`src/rtl/rtc_alarm_match.sv`:
```
`timescale 1ns/1ps
module rtc_alarm_match (
  input  logic       clk,
  input  logic       rst_n,
  input  logic       tick,
  input  logic [6:0] cur_sec,
  input  logic [6:0] cur_min,
  input  logic [5:0] cur_hour,
  input  logic [5:0] cur_date,
  input  logic       wr_en,
  input  logic       rd_en,
  input  logic [2:0] addr,
  input  logic [7:0] wdata,
  output logic [7:0] rdata,
  output logic       irq,
  output logic       alarm_flag
);
  localparam logic [2:0] A_SEC  = 3'd0;
  localparam logic [2:0] A_MIN  = 3'd1;
  localparam logic [2:0] A_HOUR = 3'd2;
  localparam logic [2:0] A_DATE = 3'd3;
  localparam logic [2:0] A_CTRL = 3'd4;
  localparam logic [2:0] A_STAT = 3'd5;

  logic [7:0] al_sec, al_min, al_hour, al_date;
  logic       irq_en, flag_q, irq_q;
  logic       hit;

  function automatic logic bcd_in_range(input logic [2:0] tens, input logic [3:0] units,
                                        input int lo, input int hi);
    int n;
    n = int'(tens) * 10 + int'(units);
    return (units <= 4'd9) && (n >= lo) && (n <= hi);
  endfunction

  wire sec_ok  = bcd_in_range(wdata[6:4], wdata[3:0], 0, 59);
  wire hour_ok = bcd_in_range({1'b0, wdata[5:4]}, wdata[3:0], 0, 23);
  wire date_ok = bcd_in_range({1'b0, wdata[5:4]}, wdata[3:0], 1, 31);

  wire [3:0] mask = {al_date[7], al_hour[7], al_min[7], al_sec[7]};
  wire eq_s = (cur_sec  == al_sec[6:0]);
  wire eq_m = (cur_min  == al_min[6:0]);
  wire eq_h = (cur_hour == al_hour[5:0]);
  wire eq_d = (cur_date == al_date[5:0]);

  always_comb begin
    case (mask)
      4'b0000: hit = eq_d & eq_h & eq_m & eq_s;
      4'b1000: hit = eq_h & eq_m & eq_s;
      4'b1100: hit = eq_m & eq_s;
      4'b1110: hit = eq_s;
      default: hit = 1'b1;
    endcase
  end

  wire fire = tick & hit;

  always_ff @(posedge clk) begin
    if (!rst_n) begin
      al_sec  <= '0;
      al_min  <= '0;
      al_hour <= '0;
      al_date <= '0;
      irq_en  <= 1'b0;
      flag_q  <= 1'b0;
      irq_q   <= 1'b0;
    end else begin
      if (wr_en) begin
        case (addr)
          A_SEC:   if (sec_ok)  al_sec  <= wdata;
          A_MIN:   if (sec_ok)  al_min  <= wdata;
          A_HOUR:  if (hour_ok) al_hour <= wdata;
          A_DATE:  if (date_ok) al_date <= wdata;
          A_CTRL:  irq_en <= wdata[0];
          default: ;
        endcase
      end
      if (fire)
        flag_q <= 1'b1;
      else if (rd_en && addr == A_STAT)
        flag_q <= 1'b0;
      irq_q <= fire & irq_en;
    end
  end

  always_comb begin
    case (addr)
      A_SEC:   rdata = al_sec;
      A_MIN:   rdata = al_min;
      A_HOUR:  rdata = al_hour;
      A_DATE:  rdata = al_date;
      A_CTRL:  rdata = {7'd0, irq_en};
      A_STAT:  rdata = {7'd0, flag_q};
      default: rdata = 8'd0;
    endcase
  end

  assign irq        = irq_q;
  assign alarm_flag = flag_q;
endmodule

```
`config.mk`:
```
export PLATFORM = sky130hd
export DESIGN_NAME = rtc_alarm_match
export DESIGN_NICKNAME = d
export VERILOG_FILES = /design/src/rtl/rtc_alarm_match.sv
export SDC_FILE = /design/constraint.sdc
export NUM_CORES = 1
export LEC_CHECK = 0
export BUFFER_PORTS_ARGS = -buffer_cell sky130_fd_sc_hd__buf_2
export CAP_MARGIN = 15
export CORE_MARGIN = 10
export CORE_UTILIZATION = 40
export DETAILED_ROUTE_END_ITERATION = 12
export PLACE_DENSITY = 0.71
export SYNTH_ARGS = -nofsm -noshare
export SYNTH_HDL_FRONTEND = slang
export SYNTH_SLANG_ARGS = --single-unit
```
`constraint.sdc`:
```
create_clock -name clk -period 2.95 [get_ports clk]
set_clock_uncertainty 0.15 [all_clocks]
set_input_delay 0.1475 -clock clk [delete_from_list [all_inputs] [get_ports clk]]
set_output_delay 0.1475 -clock clk [all_outputs]
set_load 0.005 [all_outputs]
```
==> results of run 1 <==
==> layer usage <==
| metal | global-route usage [%] | up-vias |
|---|---|---|
| met3 | 4.56 | 8 |
| met1 | 17.6 | 853 |
| met5 | 0 | - |
| met2 | 22.9 | 58 |
| li1 | - | 905 |
| met4 | 3.86 | 0 |
==> critical path: cells and delay by family <==
kind	cells	cell delay (ps)
AO/OA/AOI/OAI	1	710
XOR/XNOR	1	210
adder cells (fa/ha/maj)	2	670
buffers and inverters	1	130
multiplexers	1	280
AND/OR/NAND/NOR	1	420
==> metrics by stage <==
stage / area (um2) / setup WS [ps] / utilization (%)
2_1_floorplan: 2160 / 692 / -
3_3_place_gp: 2490 / 228 / 48.1
3_5_place_dp: 2490 / 149 / 48.1
4_1_cts: 2620 / 447 / 50.6
5_1_grt: 2620 / 263 / 50.6
6_report: 2620 / 451 / 50.6
==> power by group <==
| group | switching [mW] | internal (mW) | leakage [nW] |
|---|---|---|---|
| logic | 0.0937 | 0.0755 | 0.857 |
| registers | 0.00684 | 0.479 | 0.282 |
| clock network | 0.196 | 0.256 | 0.0587 |
==> registers in the layout, indices dropped and copies added (netlist names) <==
signal / cells
al_hour: 8
alarm_flag: 1
al_date: 8
al_min: 8
al_sec: 8
irq: 1
irq_en: 1
==> placed cells by master (no fill, tap or decap), drive strengths merged, types with 5 or more instances in the layout <==
cell type  count
and2           7
buf           55
clkbuf         5
dfxtp         35
ha             7
inv            8
mux2i         34
mux4           7
nand2         44
nand3          5
nand4          5
xnor2         18
xor2          11
==> cell type report <==
| type | instances | share of cell area (%) |
|---|---|---|
| Clock inverter | 3 | 1.82 |
| Multi-Input combinational cell | 175 | 53.1 |
| Tap cell | 70 | 3.35 |
| Sequential cell | 35 | 26.8 |
| Inverter | 7 | 1.00 |
| Timing Repair Buffer | 56 | 11.3 |
| Clock buffer | 5 | 2.63 |
==> cells by family (layout without fill, tap and decap cells) <==
kind of cell | count (synthesis) | after routing | synth area share, %
mux | 41 | 41 | 23.1
fa+ha+maj | 9 | 9 | 5.45
buf+inv | 17 | 71 | 3.13
simple gates | 74 | 74 | 16.0
xor+xnor | 29 | 29 | 11.8
compound gates | 22 | 22 | 8.12
flops | 35 | 35 | 32.5
==> worst max-delay path by stage <==
stage,endpoint,slack (ps),startpoint,cells after the start
2_1_floorplan,al_date[0],690,wdata[1],8
3_3_place_gp,al_date[3],230,wdata[4],7
3_5_place_dp,al_date[2],150,wdata[4],7
4_1_cts,al_date[7],450,wdata[4],7
5_1_grt,al_date[7],260,wdata[4],7
6_report,al_date[2],450,wdata[4],7
==> timing repair <==
action	CTS	global route
endpoints found under the hold margin	1	0
hold buffers	1	0
resized for setup	0	0
endpoints found under the setup margin	0	0
==> flow_metrics.env, run 1 <==
export IMPL_synthesis_nets=277
export IMPL_routed_wl_um=6010
export IMPL_grt_pass1_wl_um=9830
export IMPL_synth_avg_cell_area_um2=9.50
export IMPL_hp_class="input pin to flop"
export IMPL_drt_first_pass_iters=4
export IMPL_port_buffers=51
export IMPL_multi_input_comb_area_um2=1390
export IMPL_ys_flop_type="dfxtp_1"
export IMPL_path_cells="buf_2, ha_1, fa_1, xor2_1, or4_1, o21bai_1, mux2i_1"
export IMPL_cts_setup_buffers=0
export IMPL_rsz0062_at_grt="no"
export IMPL_critPathKind="input pin to flop"
export IMPL_syn_inst=227
export IMPL_slew_headroom_pct=40.5
export IMPL_cts_sinks=35
export IMPL_viasPerCell=5.20
export IMPL_root_buffer="clkbuf_8"
export IMPL_io_pins=52
export IMPL_nFillCells=510
export IMPL_synth_distinct_cells=38
export IMPL_die_x_um=93.4
export IMPL_timing_final_crit_period_ps=2500
export IMPL_hpwl_um=4600
export IMPL_tightest_slew_ps=891
export IMPL_leakage_nw=1.20
export IMPL_ys_seq_area_share_pct=32.5
export IMPL_insertion_delay_ps=300
export IMPL_post_drt_wl_per_cell_um=17.1
export IMPL_hold_ws_ps=15.7
export IMPL_min_delay_start="wdata[0]"
export IMPL_grt_max_degree=44
export IMPL_cts_tree="yes"
export IMPL_start_kind="input pin"
export IMPL_ys_ff_latch=35
export IMPL_finalHoldViolations=0
export IMPL_synth_edf_count=0
export IMPL_n_antenna_cell=0
export IMPL_synthTopCellsByCount="nand2_1 (44), dfxtp_1 (35), mux2i_1 (34), xnor2_1 (18), xor2_1 (11)"
export IMPL_ant_nets=0
export IMPL_async_reset_ff_share_pct=0
export IMPL_clockBufferDepth=2
export IMPL_yosys_warnings=0
export IMPL_r2r_end="alarm_flag"
export IMPL_route_met2_wl_um=2780
export IMPL_p_total_mw=1.11
export IMPL_crit_slowest_cell="o21bai_1"
export IMPL_critPathArrivalTime_ps=2570
export IMPL_track_usage_pct=14.2
export IMPL_powerDensity_nw_per_um2=423
export IMPL_cp_end_kind="flop"
export IMPL_num_vias=1824
export IMPL_vdd_ir_drop_max_mv=0.243
export IMPL_path_clk_slew_ps=80
export IMPL_netlist_area_leader_share_pct=32.5
export IMPL_layout_drive_gt1_share_pct=27.0
export IMPL_final_nets=330
export IMPL_ys_top_cells_by_area="dfxtp_1 (32%), mux2i_1 (16%), nand2_1 (7.7%), mux4_2 (7.3%), xnor2_1 (7.3%)"
export IMPL_finalSetupViolCount=0
export IMPL_max_cap_violations=0
export IMPL_met3_length_um=483
export IMPL_grt_overflow=0
export IMPL_htreeDepth=2
export IMPL_max_freq_mhz=400
export IMPL_yosys_area_top_type="dfxtp_1"
export IMPL_regToRegSetupSlack_ps=1140
export IMPL_final_cells=351
export IMPL_slew_violations=0
export IMPL_syn_cell_area_um2=2160
export IMPL_hold_depth=3
export IMPL_r2r_start="al_date[5]"
export IMPL_min_to="irq_en"
export IMPL_routed_top_layer="met4"
export IMPL_cts_made_buffers=5
export IMPL_dp_cells=342
export IMPL_die_area_um2=8730
export IMPL_std_cell_rows=26
export IMPL_slowest_delay_ps=710
export IMPL_first_iter_violations=94
export IMPL_critPathRequiredTime_ps=3020
export IMPL_run_status="completed"
export IMPL_antenna_found_initial=0
export IMPL_die_h_um=93.4
export IMPL_seq_area_um2=701
export IMPL_critPathMaxFanout=8
export IMPL_grt_pass1_vias=1878
export IMPL_reg2reg_depth=5
export IMPL_placeableCoreArea_um2=5170
export IMPL_setup_tns_final_ps=0
export IMPL_wl_met1_um=2680
export IMPL_place_congestion=0.895
export IMPL_drc_errors=0
export IMPL_yosys_cell_count_top_type="nand2_1"
export IMPL_areaGrowthSynthToFinish_pct=21.2
export IMPL_initial_core_util_pct=41.7
export IMPL_min_period_over_period_pct=84.7
(Power assumes the default switching activity.)
==> inputs of run 2 (changes only) <==
--- a/config.mk
+++ b/config.mk
@@ -10,7 +10,7 @@
 export CORE_MARGIN = 10
 export CORE_UTILIZATION = 40
 export DETAILED_ROUTE_END_ITERATION = 12
-export PLACE_DENSITY = 0.71
+export PLACE_DENSITY = 0.73
 export SYNTH_ARGS = -nofsm -noshare
 export SYNTH_HDL_FRONTEND = slang
 export SYNTH_SLANG_ARGS = --single-unit
==> constraint.sdc (replaced) <==
create_clock -name clk -period 2.15 [get_ports clk]
set_clock_uncertainty 0.15 [all_clocks]
set_input_delay 0.1075 -clock clk [delete_from_list [all_inputs] [get_ports clk]]
set_output_delay 0.1075 -clock clk [all_outputs]
set_load 0.005 [all_outputs]
==> flow_metrics.env, run 2 (same netlist as run 1, synthesis figures left out) <==
export IMPL_run_status="completed"
export IMPL_r2r_end="alarm_flag"
export IMPL_grt_overflow=0
export IMPL_ant_nets=0
export IMPL_critPathMaxFanout=8
export IMPL_grt_pass1_wl_um=10200
export IMPL_vdd_ir_drop_max_mv=0.383
export IMPL_min_to="al_min[7]"
export IMPL_insertion_delay_ps=290
export IMPL_placeableCoreArea_um2=5170
export IMPL_port_buffers=51
export IMPL_regToRegSetupSlack_ps=280
export IMPL_routed_wl_um=6560
export IMPL_final_nets=348
export IMPL_final_cell_mix="buf_2 (49), nand2_1 (44), dfxtp_1 (35), mux2i_1 (34), xnor2_1 (18)"
export IMPL_hpwl_um=4950
export IMPL_finalSetupViolCount=0
export IMPL_cts_tree="yes"
export IMPL_max_cap_violations=0
export IMPL_route_met2_wl_um=3130
export IMPL_slew_violations=0
export IMPL_place_congestion=0.920
export IMPL_min_period_over_period_pct=97.6
export IMPL_path_cells="buf_8, ha_4, fa_2, buf_6, xor2_2, or4_1, o21bai_1, buf_6, mux2i_1"
export IMPL_htreeDepth=2
export IMPL_cts_sinks=35
export IMPL_critPathKind="input pin to flop"
export IMPL_min_delay_start="wdata[7]"
export IMPL_timing_final_crit_period_ps=2100
export IMPL_powerDensity_nw_per_um2=504
export IMPL_fin_area_um2=2830
export IMPL_die_x_um=93.4
export IMPL_viasPerCell=5.23
export IMPL_die_area_um2=8730
export IMPL_start_kind="input pin"
export IMPL_mostFrequentLayoutCell="buf_2"
export IMPL_cts_made_buffers=5
export IMPL_slowest_delay_ps=510
export IMPL_root_buffer="clkbuf_8"
export IMPL_hold_ws_ps=26.9
export IMPL_areaGrowthSynthToFinish_pct=31.4
export IMPL_std_cell_rows=26
export IMPL_routed_top_layer="met4"
export IMPL_crit_slowest_cell="or4_1"
export IMPL_fin_ws_ps=51.3
export IMPL_drc_errors=0
export IMPL_wl_met1_um=2810
export IMPL_first_iter_violations=101
export IMPL_dpl_cell_area_um2=2630
export IMPL_layout_drive_gt1_share_pct=33.8
export IMPL_cp_end_kind="flop"
export IMPL_drt_first_pass_iters=4
export IMPL_tightest_slew_ps=548
export IMPL_critPathArrivalTime_ps=2170
export IMPL_rsz0062_at_grt="yes"
export IMPL_max_freq_mhz=476
export IMPL_grt_max_degree=32
export IMPL_hold_depth=3
export IMPL_initial_core_util_pct=41.7
export IMPL_hp_class="input pin to flop"
export IMPL_pre_cts_slack_ps=-258
export IMPL_num_vias=1929
export IMPL_clockBufferDepth=2
export IMPL_post_drt_wl_per_cell_um=17.8
export IMPL_finalHoldViolations=0
export IMPL_grt_pass1_vias=2063
export IMPL_antenna_found_initial=0
export IMPL_slew_headroom_pct=63.2
export IMPL_n_antenna_cell=0
export IMPL_die_h_um=93.4
export IMPL_leakage_nw=1.29
export IMPL_path_clk_slew_ps=70
export IMPL_met3_length_um=448
export IMPL_r2r_start="al_date[5]"
export IMPL_crit_top_cell="buf_6"
export IMPL_track_usage_pct=14.9
export IMPL_p_total_mw=1.43
export IMPL_setup_tns_final_ps=0
export IMPL_io_pins=52
export IMPL_nFillCells=467
export IMPL_reg2reg_depth=5
export IMPL_critPathRequiredTime_ps=2220
## run 2: final cells by class
cell class	instances	area [um2]	share of cell area, %
flip-flops and latches	35	701	24.7
multi-input cells	175	1460	51.4
inverters	7	26.3	0.927
clock inverters	1	5.00	0.177
repair buffers	74	482	17.0
well taps	70	87.6	3.09
clock buffers	7	76.3	2.69
## run 2: metal layers
metal	GRT usage, %	vias to the layer above
li1	-	940
met5	0	-
met2	24.4	64
met3	4.24	19
met1	17.8	906
met4	6.30	0
## run 2: timing repair
item / in CTS / in global routing
gates resized for setup: 0 / 16
endpoints found under the setup margin: 0 / 18
setup buffers: 0 / 3
hold buffers: 2 / 0
hold endpoints to repair: 2 / 0
## run 2: how the worst max path moves through the flow
stage,depth (start not counted),slack [ps],end,from
after floorplan,8,20,al_date[0],wdata[1]
after global placement,8,-190,al_sec[3],wdata[4]
after detailed placement,8,-260,al_sec[6],wdata[4]
after CTS,8,40,al_sec[6],wdata[4]
after global routing,11,-60,al_min[6],wdata[4]
final,9,50,al_date[1],wdata[4]
## run 2: per-stage QoR
step / util (%) / instances
finish: 54.8 / 369
global route: 54.8 / 369
CTS: 52.8 / 366
detailed placement: 50.9 / 356
global placement: 50.9 / 356
floorplan: - / 227
## run 2: worst max-delay path, delay by kind of cell
kind            cells  cell delay [ps]
fa+ha+maj           2              590
simple gates        1              510
mux                 1              190
buf+inv             3              440
compound gates      1              200
xor+xnor            1              140
## run 2: power breakdown
part | internal, mW | total [mW] | switching, mW | leakage (nW)
Sequential | 0.658 | 0.668 | 0.00984 | 0.282
Clock | 0.227 | 0.459 | 0.232 | 0.0422
Combinational | 0.147 | 0.301 | 0.154 | 0.967
Total | 1.03 | 1.43 | 0.396 | 1.29
